### src/rtl/tas_pkg.sv
package tas_pkg;

    localparam int STATE_W  = 8;
    localparam int ACT_W    = 5;
    localparam int FIT_W    = 4;
    localparam int LFSR_W   = 16;
    localparam int DRAW_W   = 8;

    localparam logic [LFSR_W-1:0] LFSR_TAPS = 16'hB400;
    localparam logic [LFSR_W-1:0] LFSR_SEED = 16'hACE1;
    localparam logic [ACT_W-1:0]  DEFAULT_ACT = '0;

    typedef logic [STATE_W-1:0] state_t;
    typedef logic [ACT_W-1:0]   act_t;
    typedef logic [FIT_W-1:0]   fit_t;

    localparam fit_t FIT_MAX = '1;

    typedef struct packed {
        logic   live;
        state_t value;
        state_t care;
        act_t   action;
        fit_t   fitness;
    } rule_t;

    typedef enum logic [1:0] {
        PH_IDLE = 2'd0,
        PH_SCAN = 2'd1,
        PH_WALK = 2'd2
    } phase_e;

    typedef enum logic {
        SEL_TOP   = 1'b0,
        SEL_WHEEL = 1'b1
    } sel_e;

    function automatic logic cond_hit(state_t s, state_t v, state_t c);
        return ((s ^ v) & c) == '0;
    endfunction

    function automatic fit_t fit_step(fit_t f, logic up);
        if (up)
            return (f == FIT_MAX) ? f : f + 1'b1;
        else
            return (f == '0) ? f : f - 1'b1;
    endfunction

endpackage

### src/rtl/tas_rule_bank.sv
module tas_rule_bank
    import tas_pkg::*;
#(
    parameter int N_RULES = 16,
    localparam int IDX_W = $clog2(N_RULES)
) (
    input  logic                     clk,
    input  logic                     rst,
    input  logic                     wr_en,
    input  logic [IDX_W-1:0]         wr_idx,
    input  state_t                   wr_value,
    input  state_t                   wr_care,
    input  act_t                     wr_action,
    input  fit_t                     wr_fitness,
    input  logic                     upd_en,
    input  logic [IDX_W-1:0]         upd_idx,
    input  logic                     upd_up,
    input  state_t                   probe,
    output logic [N_RULES-1:0]       hit_vec,
    output fit_t [N_RULES-1:0]       fit_vec,
    output act_t [N_RULES-1:0]       act_vec
);

    for (genvar g = 0; g < N_RULES; g++) begin : g_rule
        rule_t r;

        always_ff @(posedge clk) begin
            if (rst) begin
                r <= '0;
            end else if (wr_en && wr_idx == IDX_W'(g)) begin
                r.live    <= 1'b1;
                r.value   <= wr_value;
                r.care    <= wr_care;
                r.action  <= wr_action;
                r.fitness <= wr_fitness;
            end else if (upd_en && upd_idx == IDX_W'(g)) begin
                r.fitness <= fit_step(r.fitness, upd_up);
            end
        end

        assign hit_vec[g] = r.live && cond_hit(probe, r.value, r.care);
        assign fit_vec[g] = r.fitness;
        assign act_vec[g] = r.action;
    end

endmodule

### src/rtl/tas_top_pick.sv
module tas_top_pick
    import tas_pkg::*;
#(
    parameter int N_RULES = 16,
    localparam int IDX_W = $clog2(N_RULES)
) (
    input  logic [N_RULES-1:0]  hit_vec,
    input  fit_t [N_RULES-1:0]  fit_vec,
    output logic                found,
    output logic [IDX_W-1:0]    idx
);

    fit_t best;

    always_comb begin
        found = 1'b0;
        idx   = '0;
        best  = '0;
        for (int i = 0; i < N_RULES; i++) begin
            if (hit_vec[i] && (!found || fit_vec[i] > best)) begin
                found = 1'b1;
                idx   = IDX_W'(i);
                best  = fit_vec[i];
            end
        end
    end

endmodule

### src/rtl/tas_lfsr.sv
module tas_lfsr
    import tas_pkg::*;
(
    input  logic              clk,
    input  logic              rst,
    output logic [DRAW_W-1:0] rnd
);

    logic [LFSR_W-1:0] s;

    always_ff @(posedge clk) begin
        if (rst)
            s <= LFSR_SEED;
        else if (s[0])
            s <= (s >> 1) ^ LFSR_TAPS;
        else
            s <= s >> 1;
    end

    assign rnd = s[LFSR_W-1 -: DRAW_W];

endmodule

### src/rtl/ternary_action_selector.sv
module ternary_action_selector
    import tas_pkg::*;
#(
    parameter int N_RULES = 16,
    localparam int IDX_W = $clog2(N_RULES),
    localparam int SUM_W = FIT_W + IDX_W
) (
    input  logic                clk,
    input  logic                rst,
    input  logic [STATE_W-1:0]  mon_state,
    input  logic                pick_mode,
    input  logic                eval_go,
    input  logic                reward_go,
    input  logic                reward_pos,
    input  logic                wr_en,
    input  logic [IDX_W-1:0]    wr_idx,
    input  logic [STATE_W-1:0]  wr_value,
    input  logic [STATE_W-1:0]  wr_care,
    input  logic [ACT_W-1:0]    wr_action,
    input  logic [FIT_W-1:0]    wr_fitness,
    output logic                busy,
    output logic                act_valid,
    output logic                act_nomatch,
    output logic [ACT_W-1:0]    act_out,
    output logic [IDX_W-1:0]    act_rule
);

    localparam logic [IDX_W-1:0] LAST_IDX = IDX_W'(N_RULES - 1);

    phase_e             phase;
    sel_e               mode_q;
    state_t             cap_state;
    logic               pend;
    logic [IDX_W-1:0]   walk_idx;
    logic [SUM_W-1:0]   acc;
    logic [SUM_W-1:0]   acc_next;
    logic [SUM_W-1:0]   draw;
    logic [SUM_W-1:0]   draw_calc;
    logic [SUM_W-1:0]   wheel_sum;
    logic [DRAW_W+SUM_W-1:0] prod;

    logic [N_RULES-1:0] hit_vec;
    fit_t [N_RULES-1:0] fit_vec;
    act_t [N_RULES-1:0] act_vec;
    logic               top_found;
    logic [IDX_W-1:0]   top_idx;
    logic [DRAW_W-1:0]  rnd;

    logic               wr_ok;
    logic               upd_fire;

    assign busy     = (phase != PH_IDLE);
    assign wr_ok    = wr_en && !busy;
    assign upd_fire = reward_go && pend && !busy;

    tas_rule_bank #(.N_RULES(N_RULES)) u_bank (
        .clk        (clk),
        .rst        (rst),
        .wr_en      (wr_ok),
        .wr_idx     (wr_idx),
        .wr_value   (wr_value),
        .wr_care    (wr_care),
        .wr_action  (wr_action),
        .wr_fitness (wr_fitness),
        .upd_en     (upd_fire),
        .upd_idx    (act_rule),
        .upd_up     (reward_pos),
        .probe      (cap_state),
        .hit_vec    (hit_vec),
        .fit_vec    (fit_vec),
        .act_vec    (act_vec)
    );

    tas_top_pick #(.N_RULES(N_RULES)) u_pick (
        .hit_vec (hit_vec),
        .fit_vec (fit_vec),
        .found   (top_found),
        .idx     (top_idx)
    );

    tas_lfsr u_lfsr (
        .clk (clk),
        .rst (rst),
        .rnd (rnd)
    );

    // Total fitness of the matching rules: the width of the wheel.
    always_comb begin
        wheel_sum = '0;
        for (int i = 0; i < N_RULES; i++)
            if (hit_vec[i])
                wheel_sum = wheel_sum + SUM_W'(fit_vec[i]);
    end

    // Scale the random byte onto [0, wheel_sum).
    assign prod      = (DRAW_W+SUM_W)'(rnd) * (DRAW_W+SUM_W)'(wheel_sum);
    assign draw_calc = SUM_W'(prod >> DRAW_W);
    assign acc_next  = acc + (hit_vec[walk_idx] ? SUM_W'(fit_vec[walk_idx]) : '0);

    always_ff @(posedge clk) begin
        if (rst) begin
            phase       <= PH_IDLE;
            mode_q      <= SEL_TOP;
            cap_state   <= '0;
            pend        <= 1'b0;
            walk_idx    <= '0;
            acc         <= '0;
            draw        <= '0;
            act_valid   <= 1'b0;
            act_nomatch <= 1'b0;
            act_out     <= DEFAULT_ACT;
            act_rule    <= '0;
        end else begin
            case (phase)
                PH_IDLE: begin
                    if (upd_fire)
                        pend <= 1'b0;
                    if (eval_go) begin
                        cap_state   <= mon_state;
                        mode_q      <= sel_e'(pick_mode);
                        pend        <= 1'b0;
                        act_valid   <= 1'b0;
                        act_nomatch <= 1'b0;
                        phase       <= PH_SCAN;
                    end
                end
                PH_SCAN: begin
                    if (mode_q == SEL_TOP) begin
                        phase     <= PH_IDLE;
                        act_valid <= 1'b1;
                        if (top_found) begin
                            act_out  <= act_vec[top_idx];
                            act_rule <= top_idx;
                            pend     <= 1'b1;
                        end else begin
                            act_out     <= DEFAULT_ACT;
                            act_rule    <= '0;
                            act_nomatch <= 1'b1;
                        end
                    end else if (wheel_sum == '0) begin
                        phase       <= PH_IDLE;
                        act_valid   <= 1'b1;
                        act_out     <= DEFAULT_ACT;
                        act_rule    <= '0;
                        act_nomatch <= 1'b1;
                    end else begin
                        draw     <= draw_calc;
                        acc      <= '0;
                        walk_idx <= '0;
                        phase    <= PH_WALK;
                    end
                end
                PH_WALK: begin
                    if (hit_vec[walk_idx] && acc_next > draw) begin
                        phase     <= PH_IDLE;
                        act_valid <= 1'b1;
                        act_out   <= act_vec[walk_idx];
                        act_rule  <= walk_idx;
                        pend      <= 1'b1;
                    end else if (walk_idx == LAST_IDX) begin
                        phase       <= PH_IDLE;
                        act_valid   <= 1'b1;
                        act_out     <= DEFAULT_ACT;
                        act_rule    <= '0;
                        act_nomatch <= 1'b1;
                    end else begin
                        acc      <= acc_next;
                        walk_idx <= walk_idx + 1'b1;
                    end
                end
                default: phase <= PH_IDLE;
            endcase
        end
    end

endmodule

### config.mk
export PLATFORM = sky130hd
export DESIGN_NAME = ternary_action_selector
export DESIGN_NICKNAME = d
export VERILOG_FILES = /design/src/rtl/tas_pkg.sv /design/src/rtl/tas_rule_bank.sv /design/src/rtl/tas_top_pick.sv /design/src/rtl/tas_lfsr.sv /design/src/rtl/ternary_action_selector.sv
export SDC_FILE = /design/constraint.sdc
export NUM_CORES = 2
export LEC_CHECK = 0
export ABC_CLOCK_PERIOD_IN_PS = 33700
export BUFFER_PORTS_ARGS = -buffer_cell sky130_fd_sc_hd__buf_4
export CAP_MARGIN = 20
export CELL_PAD_IN_SITES_DETAIL_PLACEMENT = 1
export CELL_PAD_IN_SITES_GLOBAL_PLACEMENT = 2
export CORE_UTILIZATION = 39
export CTS_CLUSTER_SIZE = 16
export DETAILED_ROUTE_END_ITERATION = 8
export GPL_ROUTABILITY_DRIVEN = 1
export PLACE_DENSITY_LB_ADDON = 0.15
export SLEW_MARGIN = 30
export SYNTH_ARGS = -nofsm -noshare
export SYNTH_HDL_FRONTEND = slang
export SYNTH_SLANG_ARGS = --single-unit
### constraint.sdc
create_clock -name clk -period 33.7 [get_ports clk]
set_clock_uncertainty 0.1 [all_clocks]
set_input_delay 1.685 -clock clk [delete_from_list [all_inputs] [get_ports clk]]
set_output_delay 1.685 -clock clk [all_outputs]
set_load 0.03 [all_outputs]
* Word-level counts from Yosys, hierarchy flattened
Index checks and enable logic that the tools add are counted.
** Storage, ports and cells
- Register bits :: 475
- Input bits :: 44
- Output and inout bits :: 12
** Operators by class
- $add $sub $neg :: 49
- Multipliers :: 1
- $lt $le $gt $ge :: 18
- Equality and inequality tests :: 94
- Mux-type cells :: 196
- Bitwise gates (word level) :: 34
- Reductions and logical operators :: 177
** Operator list (count)
- 2-to-1 mux 4 bit :: 115
- 2-to-1 mux 8 bit :: 19
- logical NOT 8 bit :: 17
- == test 4 bit (second input constant) :: 33
- adder 8 x 4 -> 8 bit :: 16
- AND 8 bit :: 16
- XOR 8 bit :: 16
- inequality test 3 x 2 -> 1 bit (second input constant) :: 33
- logical NOT 4 bit :: 18
- adder 4 x 1 -> 4 bit (second input constant) :: 17
- logical AND 1 bit :: 67
- subtractor 4 x 1 -> 4 bit (second input constant) :: 16
- > comparator 4 bit :: 15
- AND reduction 3 bit :: 18
- binary-select mux 5 bit (select 4 bit) :: 2
- nonzero test 2 bit :: 18
- 2-to-1 mux 5 bit :: 7
- == test 4 x 3 -> 1 bit (second input constant) :: 8
- 2-to-1 mux 1 bit :: 31
- inequality test 2 bit (second input constant) :: 9
- binary-select mux 4 bit (select 4 bit) :: 1
- == test 4 x 2 -> 1 bit (second input constant) :: 4
- logical NOT 1 bit :: 16
- multiplier 8 x 8 -> 16 bit :: 1
- other kinds (24) :: 56

* Longest topological paths before layout
- Depth in word-level cells :: 70
- Depth in mapped cells :: 153

* Modules after synthesis
From an unflattened synthesis, not the netlist that was laid out.
** Second synthesis, totals
- Cells, all modules :: 4276
- Area total of the unflattened synthesis :: 34682.0 um^2
** By module, submodules not included
- tas_rule_bank :: instances 1, cells an instance 2518, area an instance 20014.2 um^2
- ternary_action_selector :: instances 1, cells an instance 1274, area an instance 10966.8 um^2
- tas_top_pick :: instances 1, cells an instance 440, area an instance 3178.0 um^2
- tas_lfsr :: instances 1, cells an instance 44, area an instance 523.0 um^2

* Worst setup path after synthesis
OpenSTA, ideal clock, no wires.
- Path type :: reg-to-reg
- Start point :: register cap_state[3]
- End point :: register act_out[4]
- Setup time :: 124 ps
- Data arrival time :: 25324 ps
- Required time :: 33476 ps
- Slack :: 8152 ps
- Cell stages (with the launch flop) :: 135
- Period minus slack after synthesis :: 25548 ps
- Cell sequence :: dfxtp_1 -> buf_2 -> buf_2 -> xor2_1 -> a21boi_0 -> nand4_1 -> nor2_1 -> nand2_1 -> ha_1 -> nor2b_1 -> o211ai_1 -> o2bb2ai_1 -> a31oi_1 -> a22o_1 -> inv_1 -> ha_1 -> nand2_1 -> o21ai_0 -> [... 99 more ...] -> ha_1 -> nor2b_1 -> o21ai_0 -> nand2b_1 -> a21oi_1 -> a41o_1 -> nand2_1 -> nand2_1 -> and2_1 -> nand4b_1 -> or4_1 -> clkbuf_1 -> clkbuf_1 -> nand2_1 -> nand3_1 -> o21ai_0 -> nor4_1 -> a2111o_1
** Between the ends
- Word-level cells in the longest chain between the ends :: 70
- Elaborated cells between the ends (all ways) :: 217
- Classes of those cells :: add/sub (16); order compare (16); eq/ne (2); mux (71); bitwise (32); reduce/logical (80)
** RTL lines
- start, declared :: line ternary_action_selector.sv:32 : state_t cap_state;
- start signal, assigned :: line ternary_action_selector.sv:119 : cap_state <= mon_state;
- branches (longest 70 deep; another with adder 8 x 4 -> 8 bit)
- end signal, assigned :: line ternary_action_selector.sv:132 : act_out <= act_vec[top_idx];
- end signal, assigned :: line ternary_action_selector.sv:157 : act_out <= act_vec[walk_idx];
- end, declared :: line ternary_action_selector.sv:24 : output logic [ACT_W-1:0] act_out,
Parallel ways; which one is timed is not known. The select of a mux whose other input is x is not followed.
A chain may end at the register's enable or synchronous reset.

* Final worst setup path
- Start point :: register cap_state[6]
- End point :: register act_out[4]
Same word-level chain as after synthesis.

==> metrics.yaml <==
power_density_nw_per_um2: 39.8
cts.sinks: 475
setup.worst_path.end_class: "flop"
cp_slowest_cell: "sky130_fd_sc_hd__or4_1"
final-setup-viol-count: 0
final_nets: 4309
dr.pass1.iters: 5
synthArstFlopShare_pct: 0
num_antenna_cells: 0
drt_wl_total_mm: 119
mean_instance_size_in_the_synthesized_netlist_um2: 7.88
placement.io_buffers: 55
clk_path_buf_depth: 3
depth_of_the_most_critical_reg_to_reg_path: 130
hold_viol_final: 0
final_layout_size_suffix_gt1_share_pct: 9.22
cp_slowest_stage_delay_ns: 0.90
post-route-period-util_pct: 90.4
dp_hpwl_mm: 84.1
worst-path-max-fanout: 17
numCtsBuffers: 54
grt_start_max_net_pins: 189
first_global_vias: 28900
min_period_ns: 30.46
clkLatencyLatePin_ns: 0.64
rows: 105
final.setup.tns_ns: 0
vias: 28900
p_leak_nw: 14.2
dr.first_iter.drc_count: 1880
synth.yosys.seq_area_share_pct: 29.5
synth-main-ff-cell: "sky130_fd_sc_hd__dfxtp_1"
synth_fp_nets: 4402
route.detailed.vias_per_inst: 5.64
post_cts_hold_buffer_count: 0
drt_drc_violations_left: 0
drt-wirelength-per-cell_um: 23.3
synth_top_cell_area_share_pct: 29.5
synth_commonest_cells: "sky130_fd_sc_hd__nand2_1 (884), sky130_fd_sc_hd__a21oi_1 (502), sky130_fd_sc_hd__dfxtp_1 (475)"
max-vdd-ir-drop_uv: 35.1
cts_resized: 0
nFillCells: 9972
root_buffer: "sky130_fd_sc_hd__clkbuf_16"
layout-area-overhead-vs-synth_pct: 10.2
placeableCoreArea_um2: 82000
critPathMostFrequentCell: "sky130_fd_sc_hd__a21oi_1"
worst_slew_pin_slew_ns: 1.01
maxCapViolations: 0
die_h_um: 290
timing.slew.headroom_pct: 32.4
cts_tree: "yes"
drtAntennaViolNets: 0
synthDistinctLibCells: 91
post-synth-top-area-cell: "sky130_fd_sc_hd__dfxtp_1"
top_level_ports: 56
critPathArrivalTime_ns: 30.94
post_synth_instance_area_um2: 32300
setup.worst_path.start_class: "flop"
grt_pass1_wl_mm: 181
synth-seq-cells: 475
full_die_area_um2: 83900
yosys-top-cells-area: "sky130_fd_sc_hd__dfxtp_1 (29%), sky130_fd_sc_hd__nand2_1 (10%), sky130_fd_sc_hd__a21oi_1 (7.8%)"
post_cts_buffers: 0
synthesis.yosys.warnings: 0
die_x_um: 290
number_of_synthesized_flops_with_an_enable_pin: 0
global_route.usage.total_pct: 28.2
gp_routability_congestion: 0.875
required_time_of_the_critical_path_ns: 34.18
setup_repair_after_global_routing_missed_its_margin: "false"
slew_viol_final: 0
fmax_mhz: 32.8
clkSlewWorstSetupHoldPaths_ns: 0.06
holdPathStages: 1
outcome: "complete, no violations"
initial_utilization_pct: 39.4
syn-instance-count: 4095
finalInstanceArea_um2: 35500
grt.overflow.total: 0
most_common_cell_in_the_synthesized_netlist: "sky130_fd_sc_hd__nand2_1"
dpl_cell_area_um2: 33600
hp_class: "reg -> reg"
grt_antenna_before_repair: 1
cts.htree.levels: 2
critical_setup_path_kind: "reg -> reg"
worst max-delay path: cells and delay by family, from the launching register on:
kind / cells / cell delay, ns
xor gates and xnor gates: 1 / 0.10
buffers and inverters: 7 / 0.82
adders and majority gates: 15 / 4.47
muxes: 12 / 4.22
and+or+nand+nor: 34 / 6.24
AOI/OAI and AO/OA: 61 / 13.80
DFF: 1 / 0.62
cell usage in the layout (no fill, tap or decap), types with 68 or more instances in the layout:
cell	instances
sky130_fd_sc_hd__a211oi_1	68
sky130_fd_sc_hd__a21oi_1	502
sky130_fd_sc_hd__buf_4	112
sky130_fd_sc_hd__dfxtp_1	473
sky130_fd_sc_hd__ha_1	196
sky130_fd_sc_hd__inv_1	186
sky130_fd_sc_hd__mux2i_1	73
sky130_fd_sc_hd__nand2_1	882
sky130_fd_sc_hd__nor2_1	270
sky130_fd_sc_hd__nor2b_1	68
sky130_fd_sc_hd__o21ai_0	99
sky130_fd_sc_hd__xnor2_1	104
sky130_fd_sc_hd__xor2_1	156
kinds of logic after synthesis:
group / synth area share [%]
DFF: 29.5
adders and majority gates: 11.9
muxes: 7.26
and+or+nand+nor: 20.0
buffers and inverters: 5.38
AOI/OAI and AO/OA: 18.3
xor gates and xnor gates: 7.70
stage by stage:
step	setup slack, ns	util (%)	total power (W)	std cells	hold slack (ns)
final	3.24	43.4	0.00141	5116	0.310
after global routing	0.808	43.4	0.00146	5116	0.336
after CTS	3.41	43.3	0.00143	5116	0.313
after detailed placement	3.56	41.0	0.000776	5016	0.298
after global placement	4.33	41.0	0.000774	5016	0.291
after floorplan	8.15	-	0.000710	4095	0.289
where the power goes:
part	internal, W	total (W)	switching, W
combinational	0.0000592	0.000179	0.000119
sequential	0.000571	0.000586	0.0000152
clock	0.000386	0.000649	0.000263
total	0.00102	0.00141	0.000397
routing by layer:
metal  track usage [%]  wire length [um]  part of all wire (%)  vias to the layer above
li1                  -                 -                     -                    13800
met1              37.4             55200                    46                    14400
met2              48.6             56900                    48                      494
met3              3.14              4120                   3.4                      154
met4              7.19              3050                   2.6                        0
met5                 0                 0                     0                        -
layout make-up:
class,count,area (um2),share of cell area [%]
Tap cell,1070,1340,3.77
Multi-Input combinational cell,3170,21200,59.6
Sequential cell,475,9510,26.8
Clock buffer,77,1570,4.41
Clock inverter,23,372,1.05
Inverter,187,703,1.98
Timing Repair Buffer,114,876,2.46
state kept, by name (all words and copies together) (netlist names):
register and flops:
u_bank.act_vec 80, act_rule 4, acc 8, mode_q 1
draw 8, cap_state 8, act_nomatch 1, u_bank.fit_vec 64
walk_idx 4, phase 2, u_lfsr.s 16, act_valid 1
pend 1, u_bank.g_rule.r 272, act_out 5
worst paths after layout:
| kind | start | endpoint | slack, ns |
|---|---|---|---|
| max | cap_state[6] | act_out[4] | 3.24 |
| min reg2reg | u_lfsr.s[1] | u_lfsr.s[0] | 0.31 |
| max reg2reg | cap_state[6] | act_out[4] | 3.24 |
| min | u_lfsr.s[1] | u_lfsr.s[0] | 0.31 |
Power figures use the tool's default switching activity.
